$ cat src/rtl/cpu_sb_pkg.sv
package cpu_sb_pkg;

  typedef enum logic [1:0] {
    INIT_IDLE  = 2'd0,
    INIT_DEFER = 2'd1,
    INIT_PULSE = 2'd2
  } init_state_e;

endpackage

$ cat src/rtl/sb_init_stretch.sv
module sb_init_stretch
  import cpu_sb_pkg::*;
#(
  parameter int NUM_SRC   = 4,
  parameter int PULSE_LEN = 16
) (
  input  logic               clk,
  input  logic               rst,
  input  logic [NUM_SRC-1:0] req,
  input  logic               stop_n,
  output logic               init_n
);

  localparam int CNT_W = (PULSE_LEN > 1) ? $clog2(PULSE_LEN) : 1;
  localparam logic [CNT_W-1:0] LAST = CNT_W'(PULSE_LEN - 1);

  init_state_e      st;
  logic [CNT_W-1:0] cnt;
  logic             any_req;

  assign any_req = |req;

  always_ff @(posedge clk) begin
    if (rst) begin
      st     <= INIT_IDLE;
      cnt    <= '0;
      init_n <= 1'b1;
    end else begin
      case (st)
        INIT_IDLE: begin
          if (any_req) begin
            if (!stop_n) begin
              st <= INIT_DEFER;
            end else begin
              st     <= INIT_PULSE;
              cnt    <= '0;
              init_n <= 1'b0;
            end
          end
        end
        INIT_DEFER: begin
          if (stop_n) begin
            st     <= INIT_PULSE;
            cnt    <= '0;
            init_n <= 1'b0;
          end
        end
        INIT_PULSE: begin
          if (stop_n) begin
            if (cnt == LAST) begin
              st     <= INIT_IDLE;
              init_n <= 1'b1;
            end else begin
              cnt <= cnt + 1'b1;
            end
          end
        end
        default: begin
          st     <= INIT_IDLE;
          init_n <= 1'b1;
        end
      endcase
    end
  end

endmodule

$ cat src/rtl/sb_a20_mask.sv
module sb_a20_mask (
  input  logic clk,
  input  logic rst,
  input  logic wr,
  input  logic wr_bit,
  input  logic gate,
  output logic mask_n
);

  logic alt_bit;

  always_ff @(posedge clk) begin
    if (rst) begin
      alt_bit <= 1'b0;
      mask_n  <= gate;
    end else begin
      if (wr) alt_bit <= wr_bit;
      mask_n <= (wr ? wr_bit : alt_bit) | gate;
    end
  end

endmodule

$ cat src/rtl/sb_strap_hold.sv
module sb_strap_hold #(
  parameter int WIDTH = 2
) (
  input  logic             clk,
  input  logic             rst,
  input  logic             cpu_rst_n,
  input  logic [WIDTH-1:0] strap,
  input  logic [WIDTH-1:0] func,
  output logic [WIDTH-1:0] out
);

  logic rel_q;

  always_ff @(posedge clk) begin
    if (rst) begin
      rel_q <= 1'b0;
      out   <= strap;
    end else begin
      rel_q <= cpu_rst_n;
      out   <= (cpu_rst_n && rel_q) ? func : strap;
    end
  end

endmodule

$ cat src/rtl/cpu_sideband_ctl.sv
module cpu_sideband_ctl #(
  parameter int NUM_SRC   = 4,
  parameter int PULSE_LEN = 16,
  parameter int DATA_W    = 8,
  parameter int MASK_BIT  = 1,
  parameter int STRAP_W   = 2
) (
  input  logic               clk,
  input  logic               rst,
  input  logic [NUM_SRC-1:0] init_req,
  input  logic               stop_clk_n,
  input  logic               a20_gate_in,
  input  logic               port_wr,
  input  logic [DATA_W-1:0]  port_wdata,
  input  logic               cpu_rst_n,
  input  logic [STRAP_W-1:0] strap_val,
  input  logic [STRAP_W-1:0] func_val,
  output logic               init_n,
  output logic               a20_mask_n,
  output logic [STRAP_W-1:0] shared_out
);

  logic unused_wdata;
  assign unused_wdata = ^port_wdata;

  sb_init_stretch #(
    .NUM_SRC  (NUM_SRC),
    .PULSE_LEN(PULSE_LEN)
  ) u_init (
    .clk   (clk),
    .rst   (rst),
    .req   (init_req),
    .stop_n(stop_clk_n),
    .init_n(init_n)
  );

  sb_a20_mask u_a20 (
    .clk   (clk),
    .rst   (rst),
    .wr    (port_wr),
    .wr_bit(port_wdata[MASK_BIT]),
    .gate  (a20_gate_in),
    .mask_n(a20_mask_n)
  );

  sb_strap_hold #(
    .WIDTH(STRAP_W)
  ) u_strap (
    .clk      (clk),
    .rst      (rst),
    .cpu_rst_n(cpu_rst_n),
    .strap    (strap_val),
    .func     (func_val),
    .out      (shared_out)
  );

endmodule

$ cat config.mk
export PLATFORM = sky130hd
export DESIGN_NAME = cpu_sideband_ctl
export DESIGN_NICKNAME = d
export VERILOG_FILES = /design/src/rtl/cpu_sb_pkg.sv /design/src/rtl/sb_init_stretch.sv /design/src/rtl/sb_a20_mask.sv /design/src/rtl/sb_strap_hold.sv /design/src/rtl/cpu_sideband_ctl.sv
export SDC_FILE = /design/constraint.sdc
export NUM_CORES = 1
export LEC_CHECK = 0
export ABC_AREA = 0
export BUFFER_PORTS_ARGS = -buffer_cell sky130_fd_sc_hd__buf_2
export CORE_UTILIZATION = 40
export DETAILED_ROUTE_END_ITERATION = 6
export GPL_ROUTABILITY_DRIVEN = 0
export GPL_TIMING_DRIVEN = 1
export MAX_ROUTING_LAYER = met4
export PLACE_DENSITY = 0.7
export SYNTH_ARGS = -nofsm -noshare
export SYNTH_HDL_FRONTEND = slang
export SYNTH_HIERARCHICAL = 1
export SYNTH_SLANG_ARGS = --single-unit
$ cat constraint.sdc
create_clock -name clk -period 2 [get_ports clk]
set_input_delay 0.4 -clock clk [delete_from_list [all_inputs] [get_ports clk]]
set_output_delay 0.4 -clock clk [all_outputs]
set_load 0.03 [all_outputs]
* Yosys cells after proc, flatten, opt, wreduce, memory -nomap -nowiden *
Index checks and enable logic that the tools add are counted.

storage, ports and cells
  bits in registers = 12
  logic and storage cells = 44

operators by class
  eq/ne operators = 8
  mux-type cells = 20
  bitwise logic cells = 1
  $add $sub $neg = 1
  reduce and logical (&&, ||, !) cells = 7

operators with widths
  cell                                                                     count
  4-bit 2-to-1 mux                                                         4
  2-bit 2-to-1 mux                                                         7
  4-bit case mux with 3 select lines                                       1
  4-bit AND reduction                                                      2
  1-bit 2-to-1 mux                                                         6
  2-bit inequality test, second input constant                             3
  2-bit case mux with 3 select lines                                       1
  4-bit by 1-bit adder with 4-bit output, second input constant            1
  4-bit == test, second input constant                                     1
  2-bit by 1-bit inequality test with 1-bit output, second input constant  2
  4-bit OR reduction                                                       1
  1-bit case mux with 3 select lines                                       1
  3-bit AND reduction                                                      1
  3-bit nonzero test                                                       1
  2-bit by 1-bit == test with 1-bit output, second input constant          1
  2-bit == test, second input constant                                     1
  2-bit zero test                                                          1
  1-bit logical AND                                                        1
  1-bit bitwise OR                                                         1

* Depth between registers and ports, before layout *
  depth after elaboration = 4
  mapped depth = 5

* Cells and area by module *
The synthesis kept the hierarchy.

modules (own cells, without submodules)
  module           cells an instance  area an instance (um2)  times used
  sb_init_stretch  40                 374.1                   1
  sb_strap_hold    7                  118.9                   1
  sb_a20_mask      5                  61.3                    1

* Least setup slack after synthesis *
No wires, ideal clock.

  kind = register to register
  start = register u_init.cnt[0]
  end = register u_init.cnt[0]
  period minus slack after synthesis = 1.416 ns
  required time = 1.886 ns
  arrival = 1.302 ns
  setup slack = 0.584 ns
  cell stages (with the launch flop) = 6
  buffers on the path = 0
  cell sequence = dfxtp_1 -> ha_1 -> a31o_2 -> a221oi_2 -> nor2_1 -> a21o_1

between the ends
  cells in the longest elaborated chain, start to end = 4
  elaborated cells between the ends (all ways) = 9

RTL lines
  what                                    RTL line               RTL
  from (decl)                             sb_init_stretch.sv:18  logic [CNT_W-1:0] cnt;
  from (signal assigned)                  sb_init_stretch.sv:54  cnt <= cnt + 1'b1;
  4-bit by 1-bit adder with 4-bit output  sb_init_stretch.sv:54
  4-bit 2-to-1 mux                        sb_init_stretch.sv:50  if (cnt == LAST) begin
  4-bit 2-to-1 mux                        sb_init_stretch.sv:49  if (stop_n) begin
  4-bit case mux with 3 select lines      sb_init_stretch.sv:29  case (st)

Parallel ways exist; a longest one is shown, timed or not. The select of a mux whose other input is x is not followed.
A chain may end at the register's enable or synchronous reset.

* Worst setup path after layout *
Ends and elaborated chain as after synthesis.

==> summary.md <==
| Metric | Value |
|---|---|
| Outcome | `finished, final reports clean` |
| Largest net degree at the start of global routing | `12` |
| Post-route minimum period | `roughly 1.6 ns` |
| Global-route wire length before repair | `approximately 1.3 mm` |
| Post-CTS Setup Inserts | `0` |
| Worst path bufs/invs | `0` |
| Avg Cell Area, Syn | `~11 sq um` |
| Pwr per Cell Area | `around 760 nW/um^2` |
| Worst slew pin tran | `0.367 ns` |
| Yosys reg bits | `12` |
| Synthesis-to-layout area growth | `26.2%` |
| Sequential area share after synthesis | `a little over two fifths` |
| Post-synth top area share | `around 43%` |
| Worst reg2reg path depth | `5` |
| Dpl hpwl | `between 700 and 800 microns` |
| Post-Synth Simple-Gate Area | `approximately 26%` |
| All-Layer GR Usage | `14.4%` |
| Worst reg2reg path startpoint | `u_init/cnt[0]` |
| Reg2reg end | `u_init/cnt[0]` |
| CTS buffer count | `3` |
| Crit path capture type | `flop` |
| Hold crit path type | `in2reg` |
| Slew Viols, Final | `0` |
| Residual DRC | `0` |
| DR iter-0 viols | `6` |
| Final instance area | `699 sq um` |
| CTS tree | `done` |
| Max-cap violations | `0` |
| Hold_sp | `a20_gate_in` |
| CP peak stage delay | `~0.34 ns` |
| CP required | `roughly 2.2 ns` |
| Routed vias | `between 400 and 500` |
| Hold depth | `2` |
| # hold bufs at CTS | `0` |
| Top delay family on crit path | `compound AO/OA/AOI/OAI gates` |
| Die W | `39.2 microns` |
| Ant. Diodes | `0` |
| Post-Syn Area | `~550 sq um` |
| Worst vdd rail ir drop | `around 0.38 mV` |
| Final hold vios | `0` |
| Startpoint Class | `flop` |
| Lkg Pwr | `about 0.34 nW` |
| Crit path cell chain | `ha_1 -> a31o_2 -> a221oi_2 -> nor2_1 -> a21o_1` |
| Chip Height | `slightly below 40 microns` |
| Fmax | `637 MHz` |
| # nets final | `98` |
| CTS sink count | `12` |
| Mux share of post-synthesis cell area | `7.22%` |
| Clock Tree Root | `clkbuf_4` |
| FILL cells | `approximately 130` |
| WP data arrival | `between 1.5 and 2 ns` |
| Synth Area in Adders | `approximately 2.3%` |
| Max stage delay cell, worst path | `dfxtp_1` |
| Row count | `13` |
| Total gr overflow | `0` |
| Effective utilization at floorplan | `42.6%` |
| Number of synthesis warnings | `6` |
| Die footprint | `about 1500 sq um` |
| Compound-Gate Fraction of Synth Area | `about a fifth` |
| Period utilisation layout | `~79%` |
| Vias in the first global route | `around 340` |
| Cells after synthesis | `52` |
| Fraction of layout cells with a size suffix above 1 | `43.2%` |
| Core Region | `1300 sq um` |
| Synth top area cells | `dfxtp_1, mux2_4, nand3b_4, nor3b_4, nand3_1` |
| Initial DRT Pass Iterations | `4` |
| Xor and xnor fraction of the mapped netlist area | `0%` |
| Syn nets | `between 70 and 80` |
| Most common cell after layout, fill and taps aside | `buf_2` |
| Worst-case clock buffer depth | `2` |
| Vias per inst | `5.16` |
| Final Skew | `0.000673 ns` |
| Main combinational cell family by area after synthesis | `simple AND/OR/NAND/NOR gates` |
| Antenna violations before repair | `0` |
| Sink of the worst hold path | `u_a20/mask_n` |
| Post-cts gate resize count | `0` |
| Clock transition at the registers of the reported paths | `about 0.070 ns` |
| Max H-tree Level | `1` |
| RSZ-0062 raised after global routing | `no` |
| Synth cell types | `28` |
| Clock latency on the worst-skew pair | `about 0.27 ns` |
| Area leader, netlist | `dfxtp_1` |
| R2R Setup Slk | `0.43 ns` |
| Drt wl/cell | `10.8 microns` |
| Setup violators final | `0` |
| Placed Area | `663 sq um` |
| DRT Wirelength | `961 microns` |
| Remaining antenna violation count | `0` |
| Max FO, Critical Path | `4` |
| # IOs | `26` |
| CP Class | `reg2reg` |
| I/O Buffers | `18` |
| Setup TNS | `0 ns` |
| Relative slew slack | `around three quarters` |
| Commonest cells after routing, fill and taps aside | `buf_2, dfxtp_1, nor2_1` |
## power breakdown
group          switching (W)  internal (W)   total, W
registers         0.00000981      0.000251   0.000261
clock network      0.0000817      0.000111   0.000192
logic              0.0000401     0.0000352  0.0000753
## registers in the layout, indices dropped and copies added, names as in the netlist
register,cells
u_a20/mask_n,1
u_strap/rel_q,1
u_init/init_n,1
u_init/st,2
u_a20/alt_bit,1
u_init/cnt,4
u_strap/out,2
## cells in the mapped netlist
cell type	number
and2b_2	1
inv_1	2
nand2_1	2
o21bai_1	1
o2bb2ai_1	1
nand3_1	3
and3_1	1
a21oi_1	2
nor4b_1	1
nand2_2	1
a21o_1	2
nor3_1	1
a211oi_1	1
a221oi_2	1
mux2_4	2
o21ai_0	3
dfxtp_1	12
nand2b_1	2
nor4_2	1
mux2i_1	1
a31o_2	1
o31ai_2	1
ha_1	1
nand3b_4	1
nor3b_4	1
a221o_1	1
nor2_1	4
nand3b_1	1
## metrics by stage
step | hold slack, ns | total power [W] | cells | utilization, % | setup WS (ns)
final | 0.310 | 0.000529 | 89 | 53.8 | 0.430
after global routing | 0.336 | 0.000554 | 89 | 53.8 | 0.311
after CTS | 0.298 | 0.000536 | 89 | 53.8 | 0.437
after detailed placement | 0.481 | 0.000343 | 85 | 51.0 | 0.451
after global placement | 0.474 | 0.000340 | 85 | 51.0 | 0.453
after floorplan | 0.455 | 0.000312 | 52 | - | 0.584
## worst max path at each step
stage | from | endpoint | cells after the start
floorplan | u_init/cnt[0] | u_init/cnt[0] | 5
global placement | u_init/cnt[0] | u_init/cnt[3] | 5
detailed placement | u_init/cnt[0] | u_init/cnt[3] | 5
CTS | u_init/cnt[0] | u_init/cnt[3] | 5
global route | u_init/cnt[0] | u_init/cnt[0] | 5
finish | u_init/cnt[0] | u_init/cnt[0] | 5
## per-layer routing
metal	track usage, %	vias to the layer above	wire [microns]
met5	-	-	0
met4	12.9	0	25
met3	5.20	4	49
met2	19.2	14	434
met1	16.7	201	452
li1	-	240	-
## final cells by class
| class | count | area (sq um) | area share [%] |
|---|---|---|---|
| Multi-Input combinational cell | 38 | 307 | 43.8 |
| Sequential cell | 12 | 240 | 34.3 |
| Timing Repair Buffer | 18 | 90.1 | 12.9 |
| Clock buffer | 4 | 36.3 | 5.19 |
| Tap cell | 15 | 18.8 | 2.68 |
| Inverter | 2 | 7.51 | 1.07 |
## kinds of logic (layout without fill, tap and decap cells)
| logic type | count (synthesis) | count (layout) |
|---|---|---|
| buffers and inverters | 2 | 24 |
| and+or+nand+nor | 20 | 20 |
| AOI/OAI and AO/OA | 14 | 14 |
| adders and majority gates | 1 | 1 |
| muxes | 3 | 3 |
| DFF | 12 | 12 |
No activity file was read; power rests on OpenSTA's default activity.
